## config.mk

```make
export PLATFORM = sky130hd
export DESIGN_NAME = urf_engine
export DESIGN_NICKNAME = d
export VERILOG_FILES = /design/src/rtl/urf_pkg.sv /design/src/rtl/urf_issue.sv /design/src/rtl/urf_slots.sv /design/src/rtl/urf_drain.sv /design/src/rtl/urf_engine.sv
export SDC_FILE = /design/constraint.sdc
export NUM_CORES = 2
export LEC_CHECK = 0
export BUFFER_PORTS_ARGS = -buffer_cell sky130_fd_sc_hd__buf_2
export CORE_UTILIZATION = 25
export DETAILED_ROUTE_END_ITERATION = 10
export HOLD_SLACK_MARGIN = 0.02
export SLEW_MARGIN = 10
export SYNTH_ARGS = -nofsm -noshare
export SYNTH_HDL_FRONTEND = slang
export SYNTH_SLANG_ARGS = --single-unit
```

## constraint.sdc

```tcl
create_clock -name clk_i -period 4.89 [get_ports clk_i]
set_clock_uncertainty 0.1 [all_clocks]
set_input_delay 0.978 -clock clk_i [delete_from_list [all_inputs] [get_ports clk_i]]
set_output_delay 0.978 -clock clk_i [all_outputs]
set_load 0.03 [all_outputs]
```

## src/rtl/urf_pkg.sv

```systemverilog
package urf_pkg;
  typedef enum logic {
    ENG_IDLE = 1'b0,
    ENG_RUN  = 1'b1
  } eng_state_e;
endpackage

```

## src/rtl/urf_issue.sv

```systemverilog
module urf_issue #(
  parameter int unsigned ADDR_W    = 32,
  parameter int unsigned CNT_W     = 16,
  parameter int unsigned SLOTS     = 4,
  parameter int unsigned MAX_WORDS = 16,
  localparam int unsigned SLOT_W   = $clog2(SLOTS),
  localparam int unsigned WIDX_W   = $clog2(MAX_WORDS),
  localparam int unsigned SIZE_W   = $clog2(MAX_WORDS + 1)
) (
  input  logic                     clk_i,
  input  logic                     rst_ni,
  input  logic                     start_i,
  input  logic [ADDR_W-1:0]        base_i,
  input  logic [SIZE_W-1:0]        size_i,
  input  logic [CNT_W-1:0]         count_i,
  input  logic [SLOTS-1:0]         free_i,
  output logic                     alloc_o,
  output logic [SLOT_W-1:0]        alloc_slot_o,
  output logic [CNT_W-1:0]         alloc_rec_o,
  output logic                     mem_req_valid_o,
  input  logic                     mem_req_ready_i,
  output logic [ADDR_W-1:0]        mem_req_addr_o,
  output logic [SLOT_W+WIDX_W-1:0] mem_req_tag_o
);
  logic              active_q, pending_q, any_free, last_word;
  logic [SLOT_W-1:0] slot_q, pick;
  logic [WIDX_W-1:0] word_q;
  logic [CNT_W-1:0]  rec_q;
  logic [ADDR_W-1:0] addr_q;

  always_comb begin
    pick     = '0;
    any_free = 1'b0;
    for (int s = SLOTS - 1; s >= 0; s--) begin
      if (free_i[s]) begin
        pick     = SLOT_W'(s);
        any_free = 1'b1;
      end
    end
  end

  assign alloc_o         = pending_q && !active_q && any_free;
  assign alloc_slot_o    = pick;
  assign alloc_rec_o     = rec_q;
  assign last_word       = word_q == WIDX_W'(size_i - SIZE_W'(1));
  assign mem_req_valid_o = active_q;
  assign mem_req_addr_o  = addr_q;
  assign mem_req_tag_o   = {slot_q, word_q};

  always_ff @(posedge clk_i or negedge rst_ni) begin
    if (!rst_ni) begin
      active_q  <= 1'b0;
      pending_q <= 1'b0;
      slot_q    <= '0;
      word_q    <= '0;
      rec_q     <= '0;
      addr_q    <= '0;
    end else if (start_i) begin
      addr_q    <= base_i;
      rec_q     <= '0;
      pending_q <= 1'b1;
      active_q  <= 1'b0;
    end else if (alloc_o) begin
      active_q <= 1'b1;
      slot_q   <= pick;
      word_q   <= '0;
    end else if (active_q && mem_req_ready_i) begin
      addr_q <= addr_q + ADDR_W'(1);
      if (last_word) begin
        active_q  <= 1'b0;
        rec_q     <= rec_q + CNT_W'(1);
        pending_q <= (rec_q + CNT_W'(1)) != count_i;
      end else begin
        word_q <= word_q + WIDX_W'(1);
      end
    end
  end
endmodule

```

## src/rtl/urf_slots.sv

```systemverilog
module urf_slots #(
  parameter int unsigned DATA_W    = 32,
  parameter int unsigned CNT_W     = 16,
  parameter int unsigned SLOTS     = 4,
  parameter int unsigned MAX_WORDS = 16,
  localparam int unsigned SLOT_W   = $clog2(SLOTS),
  localparam int unsigned WIDX_W   = $clog2(MAX_WORDS),
  localparam int unsigned SIZE_W   = $clog2(MAX_WORDS + 1),
  localparam int unsigned TAG_W    = SLOT_W + WIDX_W
) (
  input  logic              clk_i,
  input  logic              rst_ni,
  input  logic [SIZE_W-1:0] size_i,
  input  logic              alloc_i,
  input  logic [SLOT_W-1:0] alloc_slot_i,
  input  logic [CNT_W-1:0]  alloc_rec_i,
  input  logic              rsp_valid_i,
  input  logic [TAG_W-1:0]  rsp_tag_i,
  input  logic [DATA_W-1:0] rsp_data_i,
  input  logic              rel_i,
  input  logic [SLOT_W-1:0] rel_slot_i,
  input  logic [SLOT_W-1:0] rd_slot_i,
  input  logic [WIDX_W-1:0] rd_word_i,
  output logic [SLOTS-1:0]  free_o,
  output logic [SLOTS-1:0]  full_o,
  output logic [DATA_W-1:0] rd_data_o,
  output logic [CNT_W-1:0]  rd_rec_o
);
  logic [MAX_WORDS-1:0]          need;
  logic [SLOTS-1:0][DATA_W-1:0]  slot_word;
  logic [SLOTS-1:0][CNT_W-1:0]   slot_rec;
  logic [SLOT_W-1:0]             rsp_slot;
  logic [WIDX_W-1:0]             rsp_word;

  assign rsp_slot = rsp_tag_i[TAG_W-1:WIDX_W];
  assign rsp_word = rsp_tag_i[WIDX_W-1:0];

  always_comb begin
    for (int k = 0; k < int'(MAX_WORDS); k++) need[k] = k < int'(size_i);
  end

  for (genvar s = 0; s < SLOTS; s++) begin : g_slot
    logic                 used_q, hit_alloc, hit_rsp, hit_rel;
    logic [MAX_WORDS-1:0] have_q;
    logic [CNT_W-1:0]     rec_q;
    logic [DATA_W-1:0]    words_q [MAX_WORDS];

    assign hit_alloc = alloc_i && (alloc_slot_i == SLOT_W'(s));
    assign hit_rsp   = rsp_valid_i && (rsp_slot == SLOT_W'(s));
    assign hit_rel   = rel_i && (rel_slot_i == SLOT_W'(s));

    always_ff @(posedge clk_i or negedge rst_ni) begin
      if (!rst_ni) begin
        used_q <= 1'b0;
        have_q <= '0;
        rec_q  <= '0;
      end else begin
        if (hit_alloc) begin
          used_q <= 1'b1;
          have_q <= '0;
          rec_q  <= alloc_rec_i;
        end else if (hit_rel) begin
          used_q <= 1'b0;
          have_q <= '0;
        end
        if (hit_rsp) have_q[rsp_word] <= 1'b1;
      end
    end

    // payload storage, no reset needed
    always_ff @(posedge clk_i) begin
      if (hit_rsp) words_q[rsp_word] <= rsp_data_i;
    end

    assign free_o[s]    = !used_q;
    assign full_o[s]    = used_q && (have_q == need);
    assign slot_word[s] = words_q[rd_word_i];
    assign slot_rec[s]  = rec_q;
  end

  assign rd_data_o = slot_word[rd_slot_i];
  assign rd_rec_o  = slot_rec[rd_slot_i];
endmodule

```

## src/rtl/urf_drain.sv

```systemverilog
module urf_drain #(
  parameter int unsigned SLOTS     = 4,
  parameter int unsigned MAX_WORDS = 16,
  localparam int unsigned SLOT_W   = $clog2(SLOTS),
  localparam int unsigned WIDX_W   = $clog2(MAX_WORDS),
  localparam int unsigned SIZE_W   = $clog2(MAX_WORDS + 1)
) (
  input  logic              clk_i,
  input  logic              rst_ni,
  input  logic [SLOTS-1:0]  full_i,
  input  logic [SIZE_W-1:0] size_i,
  input  logic              out_ready_i,
  output logic              valid_o,
  output logic [SLOT_W-1:0] slot_o,
  output logic [WIDX_W-1:0] word_o,
  output logic              last_o,
  output logic              rel_o
);
  logic              active_q, any_full;
  logic [SLOT_W-1:0] slot_q, pick;
  logic [WIDX_W-1:0] word_q;

  // lowest-numbered complete slot wins
  always_comb begin
    pick     = '0;
    any_full = 1'b0;
    for (int s = SLOTS - 1; s >= 0; s--) begin
      if (full_i[s]) begin
        pick     = SLOT_W'(s);
        any_full = 1'b1;
      end
    end
  end

  assign valid_o = active_q;
  assign slot_o  = slot_q;
  assign word_o  = word_q;
  assign last_o  = word_q == WIDX_W'(size_i - SIZE_W'(1));
  assign rel_o   = active_q && out_ready_i && last_o;

  always_ff @(posedge clk_i or negedge rst_ni) begin
    if (!rst_ni) begin
      active_q <= 1'b0;
      slot_q   <= '0;
      word_q   <= '0;
    end else if (!active_q) begin
      if (any_full) begin
        active_q <= 1'b1;
        slot_q   <= pick;
        word_q   <= '0;
      end
    end else if (out_ready_i) begin
      if (last_o) active_q <= 1'b0;
      else        word_q   <= word_q + WIDX_W'(1);
    end
  end
endmodule

```

## src/rtl/urf_engine.sv

```systemverilog
module urf_engine
  import urf_pkg::*;
#(
  parameter int unsigned ADDR_W    = 32,
  parameter int unsigned DATA_W    = 32,
  parameter int unsigned CNT_W     = 16,
  parameter int unsigned SLOTS     = 4,
  parameter int unsigned MAX_WORDS = 16,
  localparam int unsigned SLOT_W   = $clog2(SLOTS),
  localparam int unsigned WIDX_W   = $clog2(MAX_WORDS),
  localparam int unsigned SIZE_W   = $clog2(MAX_WORDS + 1),
  localparam int unsigned TAG_W    = SLOT_W + WIDX_W
) (
  input  logic              clk_i,
  input  logic              rst_ni,
  input  logic              req_valid_i,
  output logic              req_ready_o,
  input  logic [ADDR_W-1:0] req_base_i,
  input  logic [SIZE_W-1:0] req_size_i,
  input  logic [CNT_W-1:0]  req_count_i,
  output logic              mem_req_valid_o,
  input  logic              mem_req_ready_i,
  output logic [ADDR_W-1:0] mem_req_addr_o,
  output logic [TAG_W-1:0]  mem_req_tag_o,
  input  logic              mem_rsp_valid_i,
  input  logic [TAG_W-1:0]  mem_rsp_tag_i,
  input  logic [DATA_W-1:0] mem_rsp_data_i,
  output logic              out_valid_o,
  input  logic              out_ready_i,
  output logic [CNT_W-1:0]  out_rec_o,
  output logic [WIDX_W-1:0] out_word_o,
  output logic [DATA_W-1:0] out_data_o,
  output logic              out_last_o,
  output logic              done_o
);
  eng_state_e        state_q;
  logic [SIZE_W-1:0] size_q;
  logic [CNT_W-1:0]  count_q, out_cnt_q;
  logic              done_q, accept, start;
  logic              alloc, rel;
  logic [SLOT_W-1:0] alloc_slot, drain_slot;
  logic [CNT_W-1:0]  alloc_rec;
  logic [SLOTS-1:0]  slot_free, slot_full;

  assign req_ready_o = state_q == ENG_IDLE;
  assign accept      = req_valid_i && req_ready_o;
  assign start       = accept && (req_count_i != '0);
  assign done_o      = done_q;

  always_ff @(posedge clk_i or negedge rst_ni) begin
    if (!rst_ni) begin
      state_q   <= ENG_IDLE;
      size_q    <= SIZE_W'(1);
      count_q   <= '0;
      out_cnt_q <= '0;
      done_q    <= 1'b0;
    end else begin
      done_q <= 1'b0;
      if (accept) begin
        size_q    <= req_size_i;
        count_q   <= req_count_i;
        out_cnt_q <= '0;
        if (req_count_i == '0) done_q  <= 1'b1;
        else                   state_q <= ENG_RUN;
      end else if (rel) begin
        out_cnt_q <= out_cnt_q + CNT_W'(1);
        if (out_cnt_q + CNT_W'(1) == count_q) begin
          state_q <= ENG_IDLE;
          done_q  <= 1'b1;
        end
      end
    end
  end

  urf_issue #(
    .ADDR_W(ADDR_W), .CNT_W(CNT_W), .SLOTS(SLOTS), .MAX_WORDS(MAX_WORDS)
  ) i_issue (
    .clk_i, .rst_ni,
    .start_i         (start),
    .base_i          (req_base_i),
    .size_i          (size_q),
    .count_i         (count_q),
    .free_i          (slot_free),
    .alloc_o         (alloc),
    .alloc_slot_o    (alloc_slot),
    .alloc_rec_o     (alloc_rec),
    .mem_req_valid_o (mem_req_valid_o),
    .mem_req_ready_i (mem_req_ready_i),
    .mem_req_addr_o  (mem_req_addr_o),
    .mem_req_tag_o   (mem_req_tag_o)
  );

  urf_slots #(
    .DATA_W(DATA_W), .CNT_W(CNT_W), .SLOTS(SLOTS), .MAX_WORDS(MAX_WORDS)
  ) i_slots (
    .clk_i, .rst_ni,
    .size_i       (size_q),
    .alloc_i      (alloc),
    .alloc_slot_i (alloc_slot),
    .alloc_rec_i  (alloc_rec),
    .rsp_valid_i  (mem_rsp_valid_i),
    .rsp_tag_i    (mem_rsp_tag_i),
    .rsp_data_i   (mem_rsp_data_i),
    .rel_i        (rel),
    .rel_slot_i   (drain_slot),
    .rd_slot_i    (drain_slot),
    .rd_word_i    (out_word_o),
    .free_o       (slot_free),
    .full_o       (slot_full),
    .rd_data_o    (out_data_o),
    .rd_rec_o     (out_rec_o)
  );

  urf_drain #(
    .SLOTS(SLOTS), .MAX_WORDS(MAX_WORDS)
  ) i_drain (
    .clk_i, .rst_ni,
    .full_i      (slot_full),
    .size_i      (size_q),
    .out_ready_i (out_ready_i),
    .valid_o     (out_valid_o),
    .slot_o      (drain_slot),
    .word_o      (out_word_o),
    .last_o      (out_last_o),
    .rel_o       (rel)
  );
endmodule

```

Word level (Yosys, flattened, before mapping) --
Memories as Yosys holds them, arrays and structs flattened. Cells that the tools add are included.
Word-level totals: register bits 234, memory bits (writable) 2048, memories kept 4, output and inout port bits 95, logic and storage cells 220
Cells by class: order comparisons 19, reduce and logical (&&, ||, !) cells 50, add/subtract/negate cells 6, mux-type cells 86, equality and inequality tests 22, bitwise operators 7
Memories:
- i_slots.g_slot[0].words_q | depth 16, bits a word 32, read ports 1, clocked after memory_dff 0, write ports 1, RTL line urf_slots.sv:46 | logic [DATA_W-1:0] words_q [MAX_WORDS];
- i_slots.g_slot[1].words_q | depth 16, bits a word 32, read ports 1, clocked after memory_dff 0, write ports 1, RTL line urf_slots.sv:46
- i_slots.g_slot[2].words_q | depth 16, bits a word 32, read ports 1, clocked after memory_dff 0, write ports 1, RTL line urf_slots.sv:46
- i_slots.g_slot[3].words_q | depth 16, bits a word 32, read ports 1, clocked after memory_dff 0, write ports 1, RTL line urf_slots.sv:46
Operator list (count):
- $mux 16 | 19
- $mux 32 | 4
- $eq 16x16->1 | 5
- $bmux 32 s2 | 1
- $or 16x16->16 | 4
- $mux 1 | 45
- $lt 4x5->1 const A | 8
- $add 16x1->16 const B | 2
- $add 32x1->32 const B | 1
- $bmux 16 s2 | 1
- $mux 4 | 7
- $logic_and 1x1->1 | 24
- $lt 3x5->1 const A | 4
- $reduce_bool 2->1 | 10
- $logic_not 16->1 | 1
- $mux 2 | 8
- $ne 16x16->1 | 1
- $reduce_bool 16->1 | 1
- $eq 2x2->1 const B | 6
- $reduce_and 3->1 | 4
- $lt 1x5->1 const A | 2
- $lt 2x5->1 const A | 2
- $add 4x1->4 const B | 2
- $eq 4x4->1 | 2
- other kinds (13) | 26

Depth between registers and ports, before layout --
depth after elaboration 9, gate-level depth with buffers 15

Modules after synthesis --
Synthesis repeated with hierarchy kept, for this count alone.
Second synthesis, totals: cell total of the unflattened synthesis 4519, area total of the unflattened synthesis 89738.6 um^2
By module, submodules not included:
- urf_slots | instances 1, area an instance 83672.7 um^2, seq. area each 64802.2 um^2, cells each 3827
- urf_issue | instances 1, area an instance 3408.3 um^2, seq. area each 1401.3 um^2, cells each 392
- urf_engine | instances 1, area an instance 2193.4 um^2, seq. area each 977.2 um^2, cells each 249
- urf_drain | instances 1, area an instance 464.2 um^2, seq. area each 175.2 um^2, cells each 51

Worst setup path after synthesis --
No wires, ideal clock.
kind flip-flop to output port, start point register i_drain.word_q[0] (netlist: i_drain.word_o[0]), end point output out_data_o[31], slack 0.761 ns, arrival 3.051 ns, cell stages (with the launch flop) 7, buffers on the path 3, cell sequence dfrtp_1 > clkbuf_1 > clkbuf_1 > buf_1 > mux4_2 > mux4_2 > mux4_2
On the way: longest elaborated chain between the ends 3, elaborated cells on any way between the ends 6, classes of those cells mux: 2; memory: 4
Ends and longest elaborated chain:
- start: declaration | RTL line urf_drain.sv:21 | logic [WIDX_W-1:0] word_q;
- start signal: assignment | RTL line urf_drain.sv:54 | else word_q <= word_q + WIDX_W'(1);
- $mem_v2 16x32
- $bmux 32 s2 (*) | RTL line urf_slots.sv:81 | assign rd_data_o = slot_word[rd_slot_i];
- $mux 32 (not written as such) (*) | RTL line urf_slots.sv:81
- end: declaration | RTL line urf_engine.sv:32 | output logic [DATA_W-1:0] out_data_o,
Every way passes the cells marked *; elsewhere a longest branch is shown, timed or not. The select of a mux whose other input is x is not followed.

Worst setup path in the final report --
start point register i_drain.word_q[0] (netlist: i_drain.word_o[0]), end point output out_data_o[15]
Same word-level chain as after synthesis.

==> flow_summary.rst <==
.. list-table::
   :header-rows: 1

   * - Metric
     - Value
   * - Number of slew-limit violations in the final report
     - 0
   * - Setup violations, final
     - 0
   * - Most common cell in the netlist
     - sky130_fd_sc_hd__edfxtp_1
   * - TritonCTS clock tree
     - built
   * - DRC errors left
     - 0
   * - Die outline width
     - 602 um
   * - Top cell by count, worst path
     - sky130_fd_sc_hd__mux4_2
   * - Synth area leader
     - sky130_fd_sc_hd__edfxtp_1
   * - Slowest cell on the critical path
     - sky130_fd_sc_hd__mux4_2
   * - Final routed wire length divided by cell count
     - 27.9 um
   * - Finished Core Util
     - 0.298
   * - Later-pin clock latency in the skew report
     - 0.88 ns
   * - Placement Setup Slack
     - around 0.6 ns
   * - Power per cell area
     - roughly 370 mW/mm^2
   * - Via count of the routed design
     - between 40000 and 50000
   * - Fin nets
     - between 4000 and 5000
   * - Detailed-route wire length
     - between 200000 and 300000 um
   * - Final period util
     - 0.997
   * - Effective utilization at floorplan
     - 0.251
   * - Final hold violation count
     - 0
   * - Area of the mapped netlist
     - 0.0901 sq mm
   * - Die Y-Extent
     - 602 um
   * - Antenna-violating nets left
     - 0
   * - Number of hold buffers added after cts
     - 0
   * - Setup slack of the worst register-to-register path
     - between 1 and 1.5 ns
   * - Leading cell types by count after synthesis
     - sky130_fd_sc_hd__edfxtp_1 (2048), sky130_fd_sc_hd__mux4_2 (688), sky130_fd_sc_hd__dfrtp_1 (233)
   * - RSZ-0062 raised after global routing
     - true
   * - Share of flip-flops with an asynchronous set or reset after synthesis
     - 0.103
   * - Critical path required time
     - 3.81 ns
   * - Input/output buffers
     - roughly 190
   * - Number of unique standard cell types used by synthesis
     - approximately 80
   * - Category of the critical setup timing path
     - register to output pin
   * - GRT overflow
     - 0
   * - Post-synthesis sequential element count
     - about 2300
   * - Vias per cell
     - between 4 and 5
   * - FMAX
     - ~210 MHz
   * - Sequential area share after synthesis
     - 0.748
   * - Starting DRT DRC Count
     - between 6000 and 7000
   * - Tot GR Track Use
     - 0.144
   * - Total leakage power
     - around 34 nW
   * - Full die area
     - approximately 0.36 sq mm
   * - Clock-pin transition on the worst setup and hold timing paths
     - about 0.070 ns
   * - Post-route total power
     - approximately 40 mW
   * - Cells after Synth
     - 4192
   * - Buffer levels on the longest clock path
     - 4
   * - Worst setup EP type
     - output pin
   * - Outcome
     - complete, no violations
   * - Max IR drop VDD
     - around 310 uV
   * - Root Driver
     - sky130_fd_sc_hd__clkbuf_16
   * - Antenna violations before repair
     - 28
   * - Core area
     - between 0.3 and 0.4 sq mm
   * - Max-capacitance violation count
     - 0
   * - Headroom to the max-slew limit
     - 0.191
   * - Area added between synthesis and finish
     - 18.7%
   * - Kind of path behind the tightest hold check
     - input port to asynchronous set/reset pin
   * - Syn_area_per_cell
     - approximately 21 sq um
   * - Warning count from the yosys run
     - 0
   * - Site row count
     - between 200 and 250
   * - CTS HTree Levels
     - 4
   * - EDFF count, synth
     - between 2000 and 2500
   * - Primary flip-flop cell chosen by synthesis mapping
     - sky130_fd_sc_hd__edfxtp_1
   * - Clock Sink Count
     - ~2300
   * - Number of filler instances in the final layout
     - between 30000 and 40000
   * - Number of global-route vias before repair
     - about 46000
   * - Worst setup slack after layout
     - between 0.01 and 0.015 ns
   * - Largest net degree at the start of global routing
     - ~130
   * - Number of CTS-inserted buffers
     - 215
   * - Share of the synthesized area in the top cell type
     - 0.683
   * - Number of iterations in the first detailed-routing pass
     - 5
   * - Final HPWL from detailed placement
     - roughly 150000 um
   * - Final worst path period need
     - approximately 4.9 ns
   * - Share of cells above drive strength 1
     - 0.330
   * - Largest incremental delay on the critical path
     - roughly 0.59 ns
   * - Cell breakdown of the critical path
     - buf_12 > buf_16 > buf_16 > mux4_2 > mux4_2 > mux4_2 > buf_6
   * - Net count of the mapped netlist
     - roughly 4300
   * - Wire length of the first global-routing pass
     - roughly 370000 um
   * - RePlAce Congestion
     - 0.827
   * - Crit-path max FO
     - 14
   * - Startpoint kind of the worst setup timing path
     - register
   * - Count of pins on the block boundary
     - approximately 190
   * - Worst slew pin tran
     - approximately 1.2 ns
   * - Synth top area cells
     - sky130_fd_sc_hd__edfxtp_1 (68%), sky130_fd_sc_hd__mux4_2 (17%), sky130_fd_sc_hd__dfrtp_1 (6.5%)
   * - Critical path data arrival time
     - between 3 and 4 ns
[per-stage QoR]
stage	setup TNS, ns	instance area (sq um)	hold WS (ns)	cells
final	0	107000	0.178	9585
after global routing	-0.603	107000	0.237	9583
after CTS	-0.692	107000	0.189	9556
after detailed placement	0	99100	0.387	9137
after global placement	0	99100	0.378	9137
after floorplan	0	90100	0.361	4192
[layer usage]
layer / vias to the layer above / wire length [um] / GRT usage
met4: 10 / 6080 / 0.0353
met2: 2475 / 122000 / 0.220
met3: 365 / 26800 / 0.0304
met1: 26024 / 113000 / 0.207
li1: 18405 / - / -
met5: - / 67 / 0
[report_power, final]
group / switching (mW) / internal [mW]
logic: 1.12 / 0.657
clock network: 7.17 / 8.73
registers: 0.440 / 21.7
[path summary, 6_finish.rpt]
check | end | cells after the start | from
max | out_data_o[15] | 7 | i_drain.word_o[0]
min | i_issue.mem_req_addr_o[27] | 1 | rst_ni
max reg2reg | done_o | 10 | size_q[0]
min reg2reg | i_slots.g_slot[3].have_q[2] | 1 | i_slots.g_slot[3].have_q[2]
max in group asynchronous | size_q[0] | 2 | rst_ni
min in group clk_i | i_issue.mem_req_addr_o[30] | 3 | req_base_i[30]
[cells by family after synthesis]
family	count (synthesis)	share of synthesized area
AND/OR/NAND/NOR	511	0.0276
multiplexers	762	0.181
AO/OA/AOI/OAI	248	0.0183
buffers and inverters	252	0.0113
flip-flops	2282	0.748
XOR/XNOR	131	0.0132
adder cells (fa/ha/maj)	6	0.000833
[sequential cells by signal, summed over array words and instances, names as in the netlist, 2 cells and up]
| name | count |
|---|---|
| count_q | 16 |
| i_drain.slot_o | 2 |
| i_drain.word_o | 4 |
| i_issue.alloc_rec_o | 16 |
| i_issue.mem_req_addr_o | 32 |
| i_issue.slot_q | 2 |
| i_issue.word_q | 4 |
| i_slots.g_slot.have_q | 64 |
| i_slots.g_slot.rec_q | 64 |
| i_slots.g_slot.used_q | 4 |
| i_slots.g_slot.words_q | 2048 |
| out_cnt_q | 16 |
| size_q | 5 |
[what timing repair did]
item                       4_1_cts  5_1_grt
gates resized for setup         76       38
pin swaps                        0        0
setup endpoints to repair       32       26
cloned                          19        8
setup buffers                   23        6
[layout by cell type, fill, tap and decap left out, types with 8 or more instances in the layout]
cell type | Yosys | final
sky130_fd_sc_hd__edfxtp_1 | 2048 | 2048
sky130_fd_sc_hd__mux4_2 | 688 | 688
sky130_fd_sc_hd__dfrtp_1 | 233 | 227
sky130_fd_sc_hd__clkbuf_16 | 0 | 225
sky130_fd_sc_hd__buf_2 | 48 | 162
sky130_fd_sc_hd__nand2_1 | 159 | 159
sky130_fd_sc_hd__buf_4 | 1 | 151
sky130_fd_sc_hd__nor2_1 | 136 | 71
sky130_fd_sc_hd__a21o_1 | 71 | 71
sky130_fd_sc_hd__buf_12 | 0 | 70
sky130_fd_sc_hd__o21ai_0 | 69 | 69
sky130_fd_sc_hd__mux2_2 | 67 | 67
sky130_fd_sc_hd__xnor2_1 | 64 | 64
sky130_fd_sc_hd__nor2_4 | 0 | 64
sky130_fd_sc_hd__xor2_1 | 64 | 64
sky130_fd_sc_hd__clkinv_1 | 1 | 54
sky130_fd_sc_hd__clkbuf_1 | 153 | 47
sky130_fd_sc_hd__nand3_1 | 37 | 36
sky130_fd_sc_hd__buf_6 | 1 | 33
sky130_fd_sc_hd__a21oi_1 | 31 | 31
sky130_fd_sc_hd__clkinv_2 | 0 | 29
sky130_fd_sc_hd__nand4_1 | 25 | 25
sky130_fd_sc_hd__buf_16 | 0 | 24
sky130_fd_sc_hd__nor3_1 | 25 | 23
sky130_fd_sc_hd__or3_1 | 22 | 22
sky130_fd_sc_hd__diode_2 | 0 | 21
sky130_fd_sc_hd__nor4_1 | 21 | 21
sky130_fd_sc_hd__inv_1 | 16 | 16
sky130_fd_sc_hd__a31oi_1 | 15 | 15
sky130_fd_sc_hd__and3_1 | 13 | 13
sky130_fd_sc_hd__nand2b_1 | 12 | 12
sky130_fd_sc_hd__nor2b_1 | 11 | 10
sky130_fd_sc_hd__o211ai_1 | 10 | 10
sky130_fd_sc_hd__bufinv_16 | 0 | 10
sky130_fd_sc_hd__a211oi_1 | 8 | 8
sky130_fd_sc_hd__and4_1 | 8 | 8
[cell type report]
class / instances / area (sq um) / area share
Sequential cell: 2282 / 67400 / 0.630
Multi-Input combinational cell: 1658 / 22200 / 0.208
Tap cell: 4773 / 5970 / 0.0558
Clock buffer: 271 / 5700 / 0.0533
Timing Repair Buffer: 456 / 4770 / 0.0446
Clock inverter: 106 / 785 / 0.00733
Inverter: 18 / 67.6 / 0.000632
Antenna cell: 21 / 52.6 / 0.000491
[worst max-delay path: cells and delay by family (launching register included)]
family	cells	cell delay [ns]
buffers and inverters	4	0.79
flip-flops	1	0.46
multiplexers	3	1.64
(Power assumes the default switching activity.)
